**src/rtl/drv_timing_pkg.sv**
```systemverilog
package drv_timing_pkg;

  typedef enum logic [1:0] {
    HD_IDLE    = 2'd0,
    HD_LOADING = 2'd1,
    HD_ACTIVE  = 2'd2,
    HD_HOLD    = 2'd3
  } head_state_e;

  localparam int TMR_W = 9;

  // Tick period multiplier per rate select, in units of 1/12 of a fast unit
  function automatic logic [4:0] rate_mult(input logic [2:0] sel);
    case (sel)
      3'd0:    rate_mult = 5'd3;
      3'd1:    rate_mult = 5'd6;
      3'd2:    rate_mult = 5'd12;
      3'd3:    rate_mult = 5'd20;
      default: rate_mult = 5'd24;
    endcase
  endfunction

  // Step interval in ticks: 16 - code, code 0 gives 16
  function automatic logic [4:0] step_ticks(input logic [3:0] code);
    step_ticks = 5'd16 - {1'b0, code};
  endfunction

  // Release delay: 16 ticks per code step, code 0 counts as 16
  function automatic logic [TMR_W-1:0] unload_ticks(input logic [3:0] code);
    unload_ticks = (code == 4'd0) ? 9'd256 : {1'b0, code, 4'b0000};
  endfunction

  // Engage delay: 2 ticks per code step, code 0 counts as 128
  function automatic logic [TMR_W-1:0] load_ticks(input logic [6:0] code);
    load_ticks = (code == 7'd0) ? 9'd256 : {1'b0, code, 1'b0};
  endfunction

endpackage

```
**src/rtl/drv_prescaler.sv**
```systemverilog
module drv_prescaler #(
  parameter int BASE_CYC = 500
) (
  input  logic       clk,
  input  logic       rst_n,
  input  logic [2:0] rate_sel,
  output logic       tick
);
  import drv_timing_pkg::*;

  localparam int MAX_PER = BASE_CYC * 24;
  localparam int PW      = $clog2(MAX_PER + 1);

  logic [PW-1:0] period;
  logic [PW-1:0] cnt;

  always_comb begin
    period = PW'(BASE_CYC * int'(rate_mult(rate_sel)));
  end

  assign tick = (cnt >= period - PW'(1));

  always_ff @(posedge clk) begin
    if (!rst_n) begin
      cnt <= '0;
    end else if (tick) begin
      cnt <= '0;
    end else begin
      cnt <= cnt + PW'(1);
    end
  end
endmodule

```
**src/rtl/drv_step_seq.sv**
```systemverilog
module drv_step_seq #(
  parameter int CNT_W = 8
) (
  input  logic             clk,
  input  logic             rst_n,
  input  logic             tick,
  input  logic             start,
  input  logic [CNT_W-1:0] count,
  input  logic [4:0]       units,
  output logic             step,
  output logic             done,
  output logic             fire
);
  logic [CNT_W-1:0] remaining;
  logic [4:0]       tcnt;

  assign fire = !start && (remaining != '0) && tick && (tcnt == 5'd1);

  always_ff @(posedge clk) begin
    if (!rst_n) begin
      remaining <= '0;
      tcnt      <= '0;
      step      <= 1'b0;
      done      <= 1'b0;
    end else begin
      step <= 1'b0;
      if (start) begin
        remaining <= count;
        tcnt      <= units;
        done      <= (count == '0);
      end else if ((remaining != '0) && tick) begin
        if (fire) begin
          step      <= 1'b1;
          remaining <= remaining - CNT_W'(1);
          tcnt      <= units;
          if (remaining == CNT_W'(1)) done <= 1'b1;
        end else begin
          tcnt <= tcnt - 5'd1;
        end
      end
    end
  end
endmodule

```
**src/rtl/drv_head_ctrl.sv**
```systemverilog
module drv_head_ctrl
  import drv_timing_pkg::*;
(
  input  logic             clk,
  input  logic             rst_n,
  input  logic             tick,
  input  logic             rw_req,
  input  logic             rw_end,
  input  logic [TMR_W-1:0] load_n,
  input  logic [TMR_W-1:0] unload_n,
  output logic             head_load,
  output logic             rw_ready,
  output logic             load_expire,
  output logic             unload_expire
);
  head_state_e      state;
  logic [TMR_W-1:0] cnt;

  assign load_expire   = (state == HD_LOADING) && tick && (cnt == TMR_W'(1));
  assign unload_expire = (state == HD_HOLD) && !rw_req && tick && (cnt == TMR_W'(1));

  always_ff @(posedge clk) begin
    if (!rst_n) begin
      state     <= HD_IDLE;
      cnt       <= '0;
      head_load <= 1'b0;
      rw_ready  <= 1'b0;
    end else begin
      case (state)
        HD_IDLE: if (rw_req) begin
          state     <= HD_LOADING;
          cnt       <= load_n;
          head_load <= 1'b1;
        end
        HD_LOADING: if (tick) begin
          if (load_expire) begin
            state    <= HD_ACTIVE;
            rw_ready <= 1'b1;
          end else begin
            cnt <= cnt - TMR_W'(1);
          end
        end
        HD_ACTIVE: if (rw_end) begin
          state    <= HD_HOLD;
          rw_ready <= 1'b0;
          cnt      <= unload_n;
        end
        HD_HOLD: begin
          if (rw_req) begin
            state    <= HD_ACTIVE;
            rw_ready <= 1'b1;
          end else if (tick) begin
            if (unload_expire) begin
              state     <= HD_IDLE;
              head_load <= 1'b0;
            end else begin
              cnt <= cnt - TMR_W'(1);
            end
          end
        end
        default: state <= HD_IDLE;
      endcase
    end
  end
endmodule

```
**src/rtl/drv_timing_seq.sv**
```systemverilog
module drv_timing_seq
  import drv_timing_pkg::*;
#(
  parameter int BASE_CYC = 500,
  parameter int CNT_W    = 8
) (
  input  logic             clk,
  input  logic             rst_n,
  input  logic [2:0]       rate_sel,
  input  logic             cfg_wr,
  input  logic [3:0]       cfg_step_code,
  input  logic [3:0]       cfg_unload_code,
  input  logic [6:0]       cfg_load_code,
  input  logic             cfg_nodma,
  input  logic             seek_start,
  input  logic [CNT_W-1:0] seek_count,
  input  logic             rw_req,
  input  logic             rw_end,
  output logic             step_out,
  output logic             seek_done,
  output logic             head_load,
  output logic             rw_ready,
  output logic             nodma_mode
);
  logic [3:0] step_code_q;
  logic [3:0] unload_code_q;
  logic [6:0] load_code_q;

  // Named internal events, visible to the bound checker
  logic tick_w;
  logic step_fire_w;
  logic load_expire_w;
  logic unload_expire_w;

  always_ff @(posedge clk) begin
    if (!rst_n) begin
      step_code_q   <= '0;
      unload_code_q <= '0;
      load_code_q   <= '0;
      nodma_mode    <= 1'b0;
    end else if (cfg_wr) begin
      step_code_q   <= cfg_step_code;
      unload_code_q <= cfg_unload_code;
      load_code_q   <= cfg_load_code;
      nodma_mode    <= cfg_nodma;
    end
  end

  drv_prescaler #(.BASE_CYC(BASE_CYC)) u_presc (
    .clk      (clk),
    .rst_n    (rst_n),
    .rate_sel (rate_sel),
    .tick     (tick_w)
  );

  drv_step_seq #(.CNT_W(CNT_W)) u_step (
    .clk   (clk),
    .rst_n (rst_n),
    .tick  (tick_w),
    .start (seek_start),
    .count (seek_count),
    .units (step_ticks(step_code_q)),
    .step  (step_out),
    .done  (seek_done),
    .fire  (step_fire_w)
  );

  drv_head_ctrl u_head (
    .clk           (clk),
    .rst_n         (rst_n),
    .tick          (tick_w),
    .rw_req        (rw_req),
    .rw_end        (rw_end),
    .load_n        (load_ticks(load_code_q)),
    .unload_n      (unload_ticks(unload_code_q)),
    .head_load     (head_load),
    .rw_ready      (rw_ready),
    .load_expire   (load_expire_w),
    .unload_expire (unload_expire_w)
  );
endmodule

```
**config.mk**
```make
export PLATFORM = sky130hd
export DESIGN_NAME = drv_timing_seq
export DESIGN_NICKNAME = d
export VERILOG_FILES = /design/src/rtl/drv_timing_pkg.sv /design/src/rtl/drv_prescaler.sv /design/src/rtl/drv_step_seq.sv /design/src/rtl/drv_head_ctrl.sv /design/src/rtl/drv_timing_seq.sv
export SDC_FILE = /design/constraint.sdc
export NUM_CORES = 1
export LEC_CHECK = 0
export ABC_CLOCK_PERIOD_IN_PS = 7100
export BUFFER_PORTS_ARGS = -buffer_cell sky130_fd_sc_hd__buf_2
export CAP_MARGIN = 20
export CORE_UTILIZATION = 35
export DETAILED_ROUTE_END_ITERATION = 10
export HOLD_SLACK_MARGIN = 0.05
export PLACE_DENSITY = 0.61
export SLEW_MARGIN = 20
export SYNTH_ARGS = -nofsm -noshare
export SYNTH_HDL_FRONTEND = slang
export SYNTH_SLANG_ARGS = --single-unit
```
**constraint.sdc**
```tcl
create_clock -name clk -period 7.1 [get_ports clk]
set_input_delay 0.355 -clock clk [delete_from_list [all_inputs] [get_ports clk]]
set_output_delay 0.355 -clock clk [all_outputs]
set_load 0.03 [all_outputs]
```
==> flow_summary.ini <==
[status]
outcome = completed

[layout]
fillers = 1107
layout.nets = 595
drive_above_1_share = 0.125
final_cell_area_um2 = 4670
antenna_cells = 0
syn2layout_area_growth_pct = 15.1

[worst_setup_path]
critPathMostFrequentCell = ha_1
crit_type = in -> reg
worstPathArrival_ns = 6.33
critPathMaxFanout = 10
crit_path_max_incr_delay_ns = 0.59
regToRegSetupSlack_ns = 4.49
path_cells = buf_2 > or2_1 > inv_1 > nor2_1 > fa_1 > fa_1 > ha_1 > ha_1 > and3_1 > a311o_1 > a31oi_2 > xor2_1 > nor4b_2 > xnor2_1 > ha_1 > nand4_1 > nor3_1 > nor3_1 > and2_1 > o21a_1 > mux2i_1
cp.required_ns = 7.35
start_kind = primary input
cpMaxStageDelayCell = fa_1
end_kind = flip-flop

[sta]
min_period_ns = 6.08
setup_viol = 0
period_share = 0.856
relSlewSlack = 0.495
finalHoldViolations = 0
fin_setup_tns_ns = 0
fmax_ghz = 0.165
tightest_slew_ns = 0.758
skew_ns = 0.00498
finalMaxSlewViolations = 0
grt_setup_unrepaired = false

[global_route]
overflow = 0
grt_start_max_net_pins = 29
grt_antenna_before_repair = 0
grt_pass1_wl_um = 15200
grt_pass1_vias = 3293
grt.total_usage = 0.159

[clock_tree]
cts-buffers-inserted = 9
insertion_delay_ns = 0.33
hold_buffers = 0
post-cts-setup-buffer-count = 0
clk_pin_slew_ns = 0.06
cts_resized = 0
tritoncts = yes
root_buffer = clkbuf_16
clock-sinks = 58
htree_levels = 3
clock_tree.buffer_depth = 2

[pwr]
irDropWorstVdd_mv = 0.130
p_per_area_nw_per_um2 = 230
leakage_nw = 2.00

[die]
die-area_um2 = 12000
core-area_um2 = 11100
initial_utilization = 0.367
rows = 38
dieWidth_um = 110
ios = 38
die_h_um = 110

[detailed_routing]
wirelength_um = 8730
vias_per_cell = 5.32
route.detailed.drc = 0
avgRoutedWirePerCell_um = 13.3
ant_nets = 0
dr.first_iter.drc_count = 213
dr.pass1.iters = 4
vias = 3503

[min_path]
hp-class = in -> reg

[placed_design]
port_buffers = 37
place_area_um2 = 4350
gp_congestion = 0.808
dp_hpwl_um = 6630

[synth]
avgSynthCellArea_um2 = 8.41
async_flop_share = 0
synth_cells = 483
synthFlopType = dfxtp_1
yosys_warnings = 0
synth_area_um2 = 4060
ys_ff_latch = 58
syn-num-nets = 565
yosys.cell_types.count = 58
yosysSeqAreaShare = 0.286
synth_edf_count = 0

[run]
maxCapViolCount = 0
-- registers in the layout (all words and copies together) (netlist names), 2 cells and up --
register / cells
u_step.tcnt: 5
u_presc.cnt: 14
unload_code_q: 4
u_step.remaining: 8
u_head.cnt: 9
u_head.state: 2
load_code_q: 7
step_code_q: 4
-- cell families (layout without fill, tap and decap cells) --
group / after synthesis / after routing / share of synthesized area
AND/OR/NAND/NOR: 179 / 179 / 0.222
AO/OA/AOI/OAI: 98 / 98 / 0.163
flip-flops: 58 / 58 / 0.286
adder cells (fa/ha/maj): 49 / 49 / 0.162
buffers and inverters: 47 / 82 / 0.0471
XOR/XNOR: 29 / 29 / 0.0626
multiplexers: 23 / 23 / 0.0567
-- path summary, 6_finish.rpt --
path | from | depth (start not counted) | endpoint
worst max-delay path | rate_sel[2] | 21 | u_head.cnt[1]$_SDFFE_PN0P_
worst max register to register | u_head.state[0]$_SDFFE_PN0P_ | 5 | u_head.cnt[3]$_SDFFE_PN0P_
worst min-delay path | cfg_load_code[4] | 3 | load_code_q[4]$_SDFFE_PN0P_
worst min register to register | u_presc.cnt[0]$_SDFF_PP0_ | 1 | u_presc.cnt[0]$_SDFF_PP0_
-- area by class of cell --
class	count	area [um2]	area share
Multi-Input combinational cell	378	2710	0.580
Sequential cell	58	1160	0.249
Clock buffer	9	225	0.0482
Timing Repair Buffer	39	200	0.0428
Tap cell	140	175	0.0375
Clock inverter	7	101	0.0217
Inverter	27	101	0.0217
-- synthesized netlist by cell type (4+ instances only) --
| library cell | number | area, um2 |
|---|---|---|
| a211oi_1 | 6 | 45.0 |
| fa_1 | 6 | 120 |
| a31oi_1 | 6 | 37.5 |
| nor2_1 | 58 | 218 |
| nand2b_1 | 5 | 31.3 |
| ha_1 | 43 | 538 |
| clkbuf_1 | 11 | 41.3 |
| xor2_1 | 14 | 123 |
| o21ai_0 | 24 | 120 |
| xnor2_1 | 15 | 131 |
| mux2i_1 | 23 | 230 |
| a21oi_1 | 18 | 90.1 |
| nand3_1 | 14 | 70.1 |
| and4_1 | 4 | 35.0 |
| dfxtp_1 | 58 | 1160 |
| o2111ai_1 | 5 | 43.8 |
| nor3_1 | 21 | 105 |
| a21o_1 | 6 | 45.0 |
| and2_1 | 7 | 43.8 |
| nor4_1 | 9 | 56.3 |
| o31ai_1 | 5 | 37.5 |
| nand2_1 | 33 | 124 |
| inv_1 | 26 | 97.6 |
| and3_1 | 11 | 68.8 |
| buf_1 | 4 | 15.0 |
-- layer usage --
metal / vias up / routed length (um) / GRT usage
li1: 1799 / - / -
met1: 1633 / 4320 / 0.214
met2: 62 / 4060 / 0.257
met3: 9 / 260 / 0.0296
met4: 0 / 84 / 0.0448
met5: - / 0 / 0
-- report_power, final --
part           switching [W]  internal [W]  total [W]
logic               0.000137      0.000106   0.000243
clock network       0.000160      0.000310   0.000470
registers          0.0000191      0.000343   0.000362
total               0.000317      0.000758    0.00107
-- placed cells by master (no fill, tap or decap), types with 6 or more instances in the layout --
cell type,instances
ha_1,43
o21ai_0,24
a31oi_1,6
nor4_1,9
a211oi_1,6
xor2_1,14
a21oi_1,18
mux2i_1,23
buf_2,37
nor3_1,21
and2_1,7
clkbuf_16,9
and3_1,11
nor2_1,58
inv_1,26
dfxtp_1,58
fa_1,6
a21o_1,6
nand2_1,33
xnor2_1,15
nand3_1,14
-- through the flow --
step           utilization  setup WS, ns  cells  hold WS, ns  power [W]
3_3_place_gp         0.392         0.963    642        0.440   0.000606
2_1_floorplan            -          1.68    483        0.430   0.000554
5_1_grt              0.422         0.507    658        0.273    0.00114
6_report             0.422          1.02    658        0.262    0.00107
3_5_place_dp         0.392         0.672    642        0.450   0.000609
4_1_cts              0.422          1.02    658        0.253    0.00108
-- worst max-delay path, delay by kind of cell --
kind,cells,cell delay [ns]
simple gates,8,2.34
fa+ha+maj,5,1.80
compound gates,3,0.90
xor+xnor,2,0.37
buf+inv,2,0.32
mux,1,0.23
Power figures use the tool's default switching activity.
